File: src/rtl/dmd_pkg.sv
package dmd_pkg;
  typedef enum logic [1:0] {ST_IDLE, ST_ISSUE, ST_WAIT} dmd_st_e;

  localparam int unsigned N_EVT = 3;
  localparam int unsigned EV_CE = 0;
  localparam int unsigned EV_TR = 1;
  localparam int unsigned EV_HD = 2;

  function automatic logic ecc_ue(input logic [1:0] c);
    return c[1];
  endfunction

  function automatic logic ecc_ce(input logic [1:0] c);
    return !c[1] && c[0];
  endfunction
endpackage

File: src/rtl/dmd_sat_cnt.sv
module dmd_sat_cnt #(
  parameter int unsigned CW = 8
) (
  input  logic          clk_i,
  input  logic          rst_ni,
  input  logic          inc_i,
  output logic [CW-1:0] cnt_o
);
  localparam logic [CW-1:0] MAX = {CW{1'b1}};

  always_ff @(posedge clk_i or negedge rst_ni) begin
    if (!rst_ni) cnt_o <= '0;
    else if (inc_i && cnt_o != MAX) cnt_o <= cnt_o + 1'b1;
  end

  AST_CNT_SAT: assert property (@(posedge clk_i) disable iff (!rst_ni)
    (cnt_o == MAX) |=> (cnt_o == MAX));
  AST_CNT_STEP: assert property (@(posedge clk_i) disable iff (!rst_ni)
    (!inc_i) |=> $stable(cnt_o));
endmodule

File: src/rtl/dmd_wr_port.sv
module dmd_wr_port #(
  parameter int unsigned AW = 16,
  parameter int unsigned DW = 64
) (
  input  logic          clk_i,
  input  logic          rst_ni,
  input  logic          sb_load_i,
  input  logic [AW-1:0] sb_addr_i,
  input  logic [DW-1:0] sb_data_i,
  input  logic          wr_acc_i,
  input  logic [AW-1:0] wr_addr_i,
  input  logic [DW-1:0] wr_data_i,
  output logic          sb_busy_o,
  output logic          wo_busy_o,
  output logic          mw_valid_o,
  input  logic          mw_ready_i,
  output logic [AW-1:0] mw_addr_o,
  output logic [DW-1:0] mw_data_o,
  output logic          mw_scrub_o
);
  logic          sb_v_q;
  logic [AW-1:0] sb_addr_q;
  logic [DW-1:0] sb_data_q;
  logic          sb_hit;
  logic          sb_move;

  assign sb_hit  = wr_acc_i && sb_v_q && (wr_addr_i == sb_addr_q);
  assign sb_move = sb_v_q && !mw_valid_o && !wr_acc_i;

  // scrub write-back buffer
  always_ff @(posedge clk_i or negedge rst_ni) begin
    if (!rst_ni) begin
      sb_v_q    <= 1'b0;
      sb_addr_q <= '0;
      sb_data_q <= '0;
    end else if (sb_load_i) begin
      sb_v_q    <= 1'b1;
      sb_addr_q <= sb_addr_i;
      sb_data_q <= sb_data_i;
    end else if (sb_hit || sb_move) begin
      sb_v_q <= 1'b0;
    end
  end

  // write output stage; requester writes win over the scrub entry
  always_ff @(posedge clk_i or negedge rst_ni) begin
    if (!rst_ni) begin
      mw_valid_o <= 1'b0;
      mw_addr_o  <= '0;
      mw_data_o  <= '0;
      mw_scrub_o <= 1'b0;
    end else if (mw_valid_o) begin
      if (mw_ready_i) mw_valid_o <= 1'b0;
    end else if (wr_acc_i) begin
      mw_valid_o <= 1'b1;
      mw_addr_o  <= wr_addr_i;
      mw_data_o  <= wr_data_i;
      mw_scrub_o <= 1'b0;
    end else if (sb_v_q) begin
      mw_valid_o <= 1'b1;
      mw_addr_o  <= sb_addr_q;
      mw_data_o  <= sb_data_q;
      mw_scrub_o <= 1'b1;
    end
  end

  assign sb_busy_o = sb_v_q;
  assign wo_busy_o = mw_valid_o;

  AST_SB_NO_OVERWRITE: assert property (@(posedge clk_i) disable iff (!rst_ni)
    sb_load_i |-> !sb_v_q);
  AST_WR_HOLD: assert property (@(posedge clk_i) disable iff (!rst_ni)
    (mw_valid_o && !mw_ready_i) |=> (mw_valid_o && $stable(mw_addr_o) && $stable(mw_data_o)));
  AST_WR_NO_COLLIDE: assert property (@(posedge clk_i) disable iff (!rst_ni)
    wr_acc_i |-> !mw_valid_o);
endmodule

File: src/rtl/dmd_rd_guard.sv
module dmd_rd_guard
  import dmd_pkg::*;
#(
  parameter int unsigned AW = 16,
  parameter int unsigned DW = 64,
  parameter int unsigned TW = 4,
  parameter int unsigned CW = 8
) (
  input  logic          clk_i,
  input  logic          rst_ni,
  input  logic          rq_valid_i,
  output logic          rq_ready_o,
  input  logic          rq_write_i,
  input  logic          rq_scrub_i,
  input  logic [AW-1:0] rq_addr_i,
  input  logic [TW-1:0] rq_tag_i,
  input  logic [DW-1:0] rq_wdata_i,
  output logic          rs_valid_o,
  output logic [TW-1:0] rs_tag_o,
  output logic [DW-1:0] rs_data_o,
  output logic          rs_poison_o,
  output logic          mr_valid_o,
  input  logic          mr_ready_i,
  output logic [AW-1:0] mr_addr_o,
  input  logic          mp_valid_i,
  input  logic [DW-1:0] mp_data_i,
  input  logic [1:0]    mp_ecc_i,
  output logic          mw_valid_o,
  input  logic          mw_ready_i,
  output logic [AW-1:0] mw_addr_o,
  output logic [DW-1:0] mw_data_o,
  output logic          mw_scrub_o,
  output logic          ev_ce_o,
  output logic          ev_transient_o,
  output logic          ev_hard_o,
  output logic [CW-1:0] cnt_ce_o,
  output logic [CW-1:0] cnt_transient_o,
  output logic [CW-1:0] cnt_hard_o
);
  dmd_st_e       st_q;
  logic [AW-1:0] addr_q;
  logic [TW-1:0] tag_q;
  logic          src_scrub_q;
  logic          retry_q;

  logic          sb_busy, wo_busy;
  logic          rd_acc, wr_acc, mp_take, ue, ce, do_retry, finish;
  logic [N_EVT-1:0]         inc;
  logic [N_EVT-1:0]         ev_q;
  logic [N_EVT-1:0][CW-1:0] cnt;

  assign rq_ready_o = (st_q == ST_IDLE) && (rq_write_i ? !wo_busy : !sb_busy);
  assign rd_acc     = rq_valid_i && rq_ready_o && !rq_write_i;
  assign wr_acc     = rq_valid_i && rq_ready_o && rq_write_i;

  assign mp_take  = (st_q == ST_WAIT) && mp_valid_i;
  assign ue       = ecc_ue(mp_ecc_i);
  assign ce       = ecc_ce(mp_ecc_i);
  assign do_retry = mp_take && ue && !retry_q && !src_scrub_q;
  assign finish   = mp_take && !do_retry;

  assign inc[EV_CE] = finish && ce;
  assign inc[EV_TR] = finish && retry_q && !ue;
  assign inc[EV_HD] = finish && retry_q && ue;

  always_ff @(posedge clk_i or negedge rst_ni) begin
    if (!rst_ni) begin
      st_q        <= ST_IDLE;
      addr_q      <= '0;
      tag_q       <= '0;
      src_scrub_q <= 1'b0;
      retry_q     <= 1'b0;
    end else begin
      unique case (st_q)
        ST_IDLE: if (rd_acc) begin
          st_q        <= ST_ISSUE;
          addr_q      <= rq_addr_i;
          tag_q       <= rq_tag_i;
          src_scrub_q <= rq_scrub_i;
          retry_q     <= 1'b0;
        end
        ST_ISSUE: if (mr_ready_i) st_q <= ST_WAIT;
        ST_WAIT: if (do_retry) begin
          st_q    <= ST_ISSUE;
          retry_q <= 1'b1;
        end else if (finish) begin
          st_q <= ST_IDLE;
        end
        default: st_q <= ST_IDLE;
      endcase
    end
  end

  assign mr_valid_o = (st_q == ST_ISSUE);
  assign mr_addr_o  = addr_q;

  always_ff @(posedge clk_i or negedge rst_ni) begin
    if (!rst_ni) begin
      rs_valid_o  <= 1'b0;
      rs_tag_o    <= '0;
      rs_data_o   <= '0;
      rs_poison_o <= 1'b0;
      ev_q        <= '0;
    end else begin
      rs_valid_o <= finish;
      ev_q       <= inc;
      if (finish) begin
        rs_tag_o    <= tag_q;
        rs_data_o   <= mp_data_i;
        rs_poison_o <= ue;
      end
    end
  end

  assign ev_ce_o        = ev_q[EV_CE];
  assign ev_transient_o = ev_q[EV_TR];
  assign ev_hard_o      = ev_q[EV_HD];

  dmd_wr_port #(.AW(AW), .DW(DW)) u_wr (
    .clk_i      (clk_i),
    .rst_ni     (rst_ni),
    .sb_load_i  (finish && ce && !src_scrub_q),
    .sb_addr_i  (addr_q),
    .sb_data_i  (mp_data_i),
    .wr_acc_i   (wr_acc),
    .wr_addr_i  (rq_addr_i),
    .wr_data_i  (rq_wdata_i),
    .sb_busy_o  (sb_busy),
    .wo_busy_o  (wo_busy),
    .mw_valid_o (mw_valid_o),
    .mw_ready_i (mw_ready_i),
    .mw_addr_o  (mw_addr_o),
    .mw_data_o  (mw_data_o),
    .mw_scrub_o (mw_scrub_o)
  );

  for (genvar g = 0; g < N_EVT; g++) begin : g_cnt
    dmd_sat_cnt #(.CW(CW)) u_cnt (
      .clk_i  (clk_i),
      .rst_ni (rst_ni),
      .inc_i  (inc[g]),
      .cnt_o  (cnt[g])
    );
  end

  assign cnt_ce_o        = cnt[EV_CE];
  assign cnt_transient_o = cnt[EV_TR];
  assign cnt_hard_o      = cnt[EV_HD];

  AST_RSP_PULSE: assert property (@(posedge clk_i) disable iff (!rst_ni)
    rs_valid_o |=> !rs_valid_o);
  AST_ONE_RETRY: assert property (@(posedge clk_i) disable iff (!rst_ni)
    (mp_take && retry_q) |=> !mr_valid_o);
  AST_SCRUB_SRC_NO_RETRY: assert property (@(posedge clk_i) disable iff (!rst_ni)
    (mr_valid_o && src_scrub_q) |-> !retry_q);
  AST_HARD_POISON: assert property (@(posedge clk_i) disable iff (!rst_ni)
    ev_hard_o |-> (rs_valid_o && rs_poison_o));
  AST_TRANSIENT_CLEAN: assert property (@(posedge clk_i) disable iff (!rst_ni)
    ev_transient_o |-> (rs_valid_o && !rs_poison_o));
  AST_REQ_HOLD: assert property (@(posedge clk_i) disable iff (!rst_ni)
    (mr_valid_o && !mr_ready_i) |=> (mr_valid_o && $stable(mr_addr_o)));
  AST_EV_EXCL: assert property (@(posedge clk_i) disable iff (!rst_ni)
    $onehot0({ev_transient_o, ev_hard_o}));
endmodule

File: config.mk
export PLATFORM = sky130hd
export DESIGN_NAME = dmd_rd_guard
export DESIGN_NICKNAME = d
export VERILOG_FILES = /design/src/rtl/dmd_pkg.sv /design/src/rtl/dmd_sat_cnt.sv /design/src/rtl/dmd_wr_port.sv /design/src/rtl/dmd_rd_guard.sv
export SDC_FILE = /design/constraint.sdc
export NUM_CORES = 1
export LEC_CHECK = 0
export ABC_CLOCK_PERIOD_IN_PS = 2000
export BUFFER_PORTS_ARGS = -buffer_cell sky130_fd_sc_hd__buf_2
export CAP_MARGIN = 20
export CORE_UTILIZATION = 35
export DETAILED_ROUTE_END_ITERATION = 12
export PLACE_DENSITY_LB_ADDON = 0.25
export SLEW_MARGIN = 20
export SYNTH_ARGS = -nofsm -noshare
export SYNTH_HDL_FRONTEND = slang
export SYNTH_SLANG_ARGS = --single-unit
File: constraint.sdc
create_clock -name clk_i -period 2 [get_ports clk_i]
set_input_delay 0.4 -clock clk_i [delete_from_list [all_inputs] [get_ports clk_i]]
set_output_delay 0.4 -clock clk_i [all_outputs]
set_load 0.02 [all_outputs]
[Word-level counts from Yosys, hierarchy flattened]
Index checks and enable logic that the tools add are counted.
W data, S select, Z words.
Storage, ports and cells
  memory bits (read-only): 0
  bits in latches: 0
  memories kept: 0
  output and inout port bits: 197
  register bits after elaboration: 284
  memory bits (writable): 0
  logic and storage cells: 94
  input bits: 158
Operators by class
  $mul: 0
  add/subtract/negate cells: 3
  magnitude comparators: 0
  equal/unequal tests: 10
  reduce and logical (&&, ||, !) cells: 39
  bitwise gates (word level): 1
  mux-type cells: 21
  div/mod/pow operators: 0
  shift-type cells: 0
Operator list (count)
  $mux W64: 2
  $mux W16: 2
  $add A8 B1 Y8 const B: 3
  $ne A8 B8 Y1 const B: 3
  $logic_and A1 B1 Y1: 22
  $eq A16 B16 Y1: 1
  $mux W1: 11
  $logic_not A1 Y1: 8
  $mux W2: 4
  $pmux W2 S3: 1
  $reduce_and A3 Y1: 2
  $reduce_bool A2 Y1: 3
  $ne A2 B2 Y1 const B: 2
  $reduce_and A2 Y1: 2
  $ne A3 B3 Y1 const B: 1
  $eq A2 B1 Y1 const B: 1
  $eq A2 B2 Y1 const B: 1
  $logic_not A2 Y1: 1
  $ne A2 B1 Y1 const B: 1
  $pmux W1 S2: 1
  $logic_or A1 B1 Y1: 1
  $not A1 Y1: 1

[Logic depth before layout (Yosys ltp)]
  depth after elaboration: 10
  depth in mapped cells: 6
  gate-level depth less buffers: 6

[Hierarchy]
Synthesis repeated with hierarchy kept, for this count alone.
Second synthesis, totals
  cells, all modules: 871
  area total of the unflattened synthesis: 12467.0 sq um
By module, submodules not included
  dmd_wr_port: seq. area each 4078.9 sq um, cells an instance 550, area each 7285.7 sq um, instances 1
  dmd_rd_guard: seq. area each 2427.3 sq um, cells an instance 219, area each 3957.5 sq um, instances 1
  dmd_sat_cnt: seq. area each 200.2 sq um, cells an instance 34, area each 407.9 sq um, instances 3

[Worst setup path before layout]
Ideal clock, no wire load.
  kind: register to register
  start: register u_wr.mw_valid_o
  end: register addr_q[0], in the netlist mr_addr_o[0]
  buffers on the path: 2
  stages on the path, launching flop included: 6
  arrival time: 1990 ps
  library setup time: 125 ps
  required time: 1875 ps
  slack: -115 ps
  period minus slack after synthesis: 2115 ps
  path through: dfrtp_1 a2111oi_2 and3b_1 buf_6 buf_12 mux2_4
Between the ends
  cells in the longest elaborated chain, start to end: 6
RTL lines
  from (decl): line dmd_wr_port.sv:15  | output logic mw_valid_o,
  from (signal assigned): line dmd_wr_port.sv:48  | mw_valid_o <= 1'b0;
  from (signal assigned): line dmd_wr_port.sv:53  | if (mw_ready_i) mw_valid_o <= 1'b0;
  from (signal assigned): line dmd_wr_port.sv:55  | mw_valid_o <= 1'b1;
  $logic_not A1 Y1: line dmd_rd_guard.sv:52  | assign rq_ready_o = (st_q == ST_IDLE) && (rq_write_i ? !wo_busy : !sb_busy);
  $mux W1: line dmd_rd_guard.sv:52
  $logic_and A1 B1 Y1: line dmd_rd_guard.sv:52
  via rq_ready_o: line dmd_rd_guard.sv:12  | output logic rq_ready_o,
  $logic_and A1 B1 Y1 (2 in a row): line dmd_rd_guard.sv:53  | assign rd_acc = rq_valid_i && rq_ready_o && !rq_write_i;
  $reduce_and A2 Y1 (no line)
  to (signal assigned): line dmd_rd_guard.sv:77  | addr_q <= rq_addr_i;
  to (decl): line dmd_rd_guard.sv:41  | logic [AW-1:0] addr_q;
The timed path passes the listed nets, and every way through them passes these cells.
A chain may end at the register's enable or synchronous reset.

[Final worst setup path]
  start: register u_wr.sb_v_q, in the netlist u_wr.sb_busy_o
  end: output rq_ready_o
Between the ends
  cells in the longest elaborated chain, start to end: 3
RTL lines
  from (decl): line dmd_wr_port.sv:21  | logic sb_v_q;
  from (signal assigned): line dmd_wr_port.sv:33  | sb_v_q <= 1'b0;
  from (signal assigned): line dmd_wr_port.sv:37  | sb_v_q <= 1'b1;
  from (signal assigned): line dmd_wr_port.sv:41  | sb_v_q <= 1'b0;
  $logic_not A1 Y1: line dmd_rd_guard.sv:52
  $mux W1: line dmd_rd_guard.sv:52
  $logic_and A1 B1 Y1: line dmd_rd_guard.sv:52
  to (decl): line dmd_rd_guard.sv:12
Every way passes these cells.

==> impl_metrics.ini <==
[run_status]
outcome = complete, no violations

[clocking]
worstSkewPairLatency_ps = 500
clock_path_buffers = 3
cts_buffers = 34
clockRootBuffer = clkbuf_16
cts.sinks = 284
cts_tree = yes
cts_max_level = 2
clkTransAtPathRegs_ps = 60

[power_and_ir_drop]
p_leak_uw = 0.00844
cellPowerDensity_nw_per_um2 = 1560
ir_drop_mv = 0.892

[layout]
final_core_util = 0.465
nets = 1405
fillers = 3138
mostFrequentLayoutCells = buf_2 (352), dfrtp_1 (284), mux2_4 (97)
finish.instance_area_um2 = 15800
layout_commonest_cell = buf_2
final_layout_size_suffix_gt1_frac = 0.496
syn2layout_area_growth_pct = 29.7

[placement]
place_area_um2 = 14600
dp_hpwl_um = 21700
gp_congestion = 0.756
io_buffer_count = 354

[global_route]
grt_usage = 0.173
grt_max_degree = 85
grt_pass1_wl_um = 48800
antenna_found_initial = 3
grt_pass1_vias = 8576
grt_overflow = 0

[floorplan]
io_pins = 355
coreArea_um2 = 33900
dieArea_um2 = 35500
initial_utilization = 0.359
rows = 67
die_h_um = 188
die_x_um = 188

[worst_hold_path]
min-delay-path-class = in -> reg
hold_depth = 3
hold-path-endpoint = u_wr.mw_data_o[30]
hold_start = rq_wdata_i[30]

[logic_synthesis]
async_flop_share = 1.00
synth_area_leaders = dfrtp_1 (59%), mux2_4 (12%), mux2_2 (7.3%)
synth_cell_type_count = 40
yosysTopAreaCell = dfrtp_1
synth_ff_type = dfrtp_1
synth_top_area_frac = 0.585
syn_nets = 1026
synth-seq-cells = 284
syn_area_per_cell_um2 = 14.0
synth_area_um2 = 12100
synth_cells = 865
ys_seq_area_frac = 0.585
yosysWarnings = 0
synth_edf_count = 0

[job]
maxCapViolCount = 0

[timing]
skew_ps = 12.0
slew_viol_final = 0
setup_viol = 0
fin_setup_tns_ps = 0
fin_crit_ps = 1960
worst_pin_slew_ps = 518
rsz0062_at_grt = true
hold_violations = 0
max_slew_margin = 0.654
max_freq_mhz = 511
fin_crit_sh = 0.979

[drt]
antenna_left = 0
drc = 0
vias = 8098
dr.pass1.iters = 5
via_per_inst = 4.72
wire_per_inst_um = 17.8
first_iter_violations = 203
totalWireLength_um = 30600

[worst_setup_path]
worstSetupStartpointType = register
critical_path_class = reg -> out
regToRegStartpoint = st_q[0]
regToRegSetupSlack_ps = 120
cp_max_fo = 2
cp_data_arrival_time_ps = 1560
cp.required_ps = 1600
r2r-end = rs_data_o[34]
r2r_cells = 5
cp-end-kind = primary output
## Yosys cell counts, drive strengths merged (6+ instances only)
cell	number
nand2	93
nand4	8
xnor2	14
o21ai	83
buf	37
nand3	8
xor2	17
dfrtp	284
inv	6
mux2	176
mux2i	80
clkbuf	10
## kinds of logic after synthesis
| kind of cell | Yosys count | synth area share |
|---|---|---|
| buffers and inverters | 53 | 0.0333 |
| XOR/XNOR | 31 | 0.0224 |
| AO/OA/AOI/OAI | 95 | 0.0420 |
| AND/OR/NAND/NOR | 143 | 0.0552 |
| multiplexers | 256 | 0.259 |
| flip-flops | 284 | 0.585 |
| adder cells (fa/ha/maj) | 3 | 0.00309 |
## how the worst max path moves through the flow
stage / start / to / cells past startpoint
6_report: u_wr.sb_busy_o / rq_ready_o / 3
5_1_grt: u_wr.sb_busy_o / rq_ready_o / 3
4_1_cts: st_q[0] / rq_ready_o / 3
3_5_place_dp: mp_ecc_i[1] / rs_data_o[41] / 6
3_3_place_gp: rq_write_i / tag_q[3] / 6
2_1_floorplan: u_wr.mw_valid_o / mr_addr_o[0] / 5
## state kept, by name, summed over array words and instances, names as in the netlist
register,cells
ev_q,3
g_cnt.u_cnt.cnt_o,24
mr_addr_o,16
retry_q,1
rs_data_o,64
rs_poison_o,1
rs_tag_o,4
rs_valid_o,1
src_scrub_q,1
st_q,2
tag_q,4
u_wr.mw_addr_o,16
u_wr.mw_data_o,64
u_wr.mw_scrub_o,1
u_wr.mw_valid_o,1
u_wr.sb_addr_q,16
u_wr.sb_busy_o,1
u_wr.sb_data_q,64
## what timing repair did
| action | 4_1_cts | 5_1_grt |
|---|---|---|
| pin swaps | 1 | 1 |
| setup buffers | 3 | 0 |
| resized for setup | 2 | 2 |
| endpoints found under the hold margin | 41 | 0 |
| setup endpoints to repair | 1 | 2 |
| hold buffers | 1 | 0 |
## per-stage QoR
stage / hold WS (ps) / worst slack (ps) / std cells / total power, uW
global route: 89.9 / -18.7 / 1713 / 26100
CTS: 82.0 / -6.43 / 1713 / 25000
detailed placement: 362 / 105 / 1652 / 18500
floorplan: 104 / 55.3 / 865 / 15200
finish: 106 / 42.3 / 1714 / 24600
global placement: 362 / 149 / 1652 / 18400
## power by group
part | internal [uW] | leakage, uW | switching [uW]
sequential | 8160 | 0.00360 | 1460
clock | 3880 | 0.000568 | 2350
combinational | 3990 | 0.00427 | 4790
total | 16000 | 0.00844 | 8600
## area by class of cell
class                      count  area, um^2  area share
antenna                        1        2.50    0.000159
clock buffer                  45         996      0.0632
clock inverter                12         139     0.00882
inverter                       6        22.5     0.00143
multi-input combinational    528        4690       0.298
sequential                   284        7110       0.451
tap                          448         561      0.0356
timing repair buffer         390        2240       0.142
## per-layer routing
metal / vias up / wire (um) / GRT usage
met3: 47 / 2230 / 0.0522
met1: 3997 / 13600 / 0.226
met5: - / 24 / 0
met2: 251 / 14200 / 0.283
met4: 4 / 509 / 0.0406
li1: 3799 / - / -
## critical path, cell delays in order, from the launching register on
cell and delay (ps):
dfrtp_1 380, nor2b_4 130, a2111oi_4 340, buf_4 210
No activity file was read; power rests on OpenSTA's default activity.
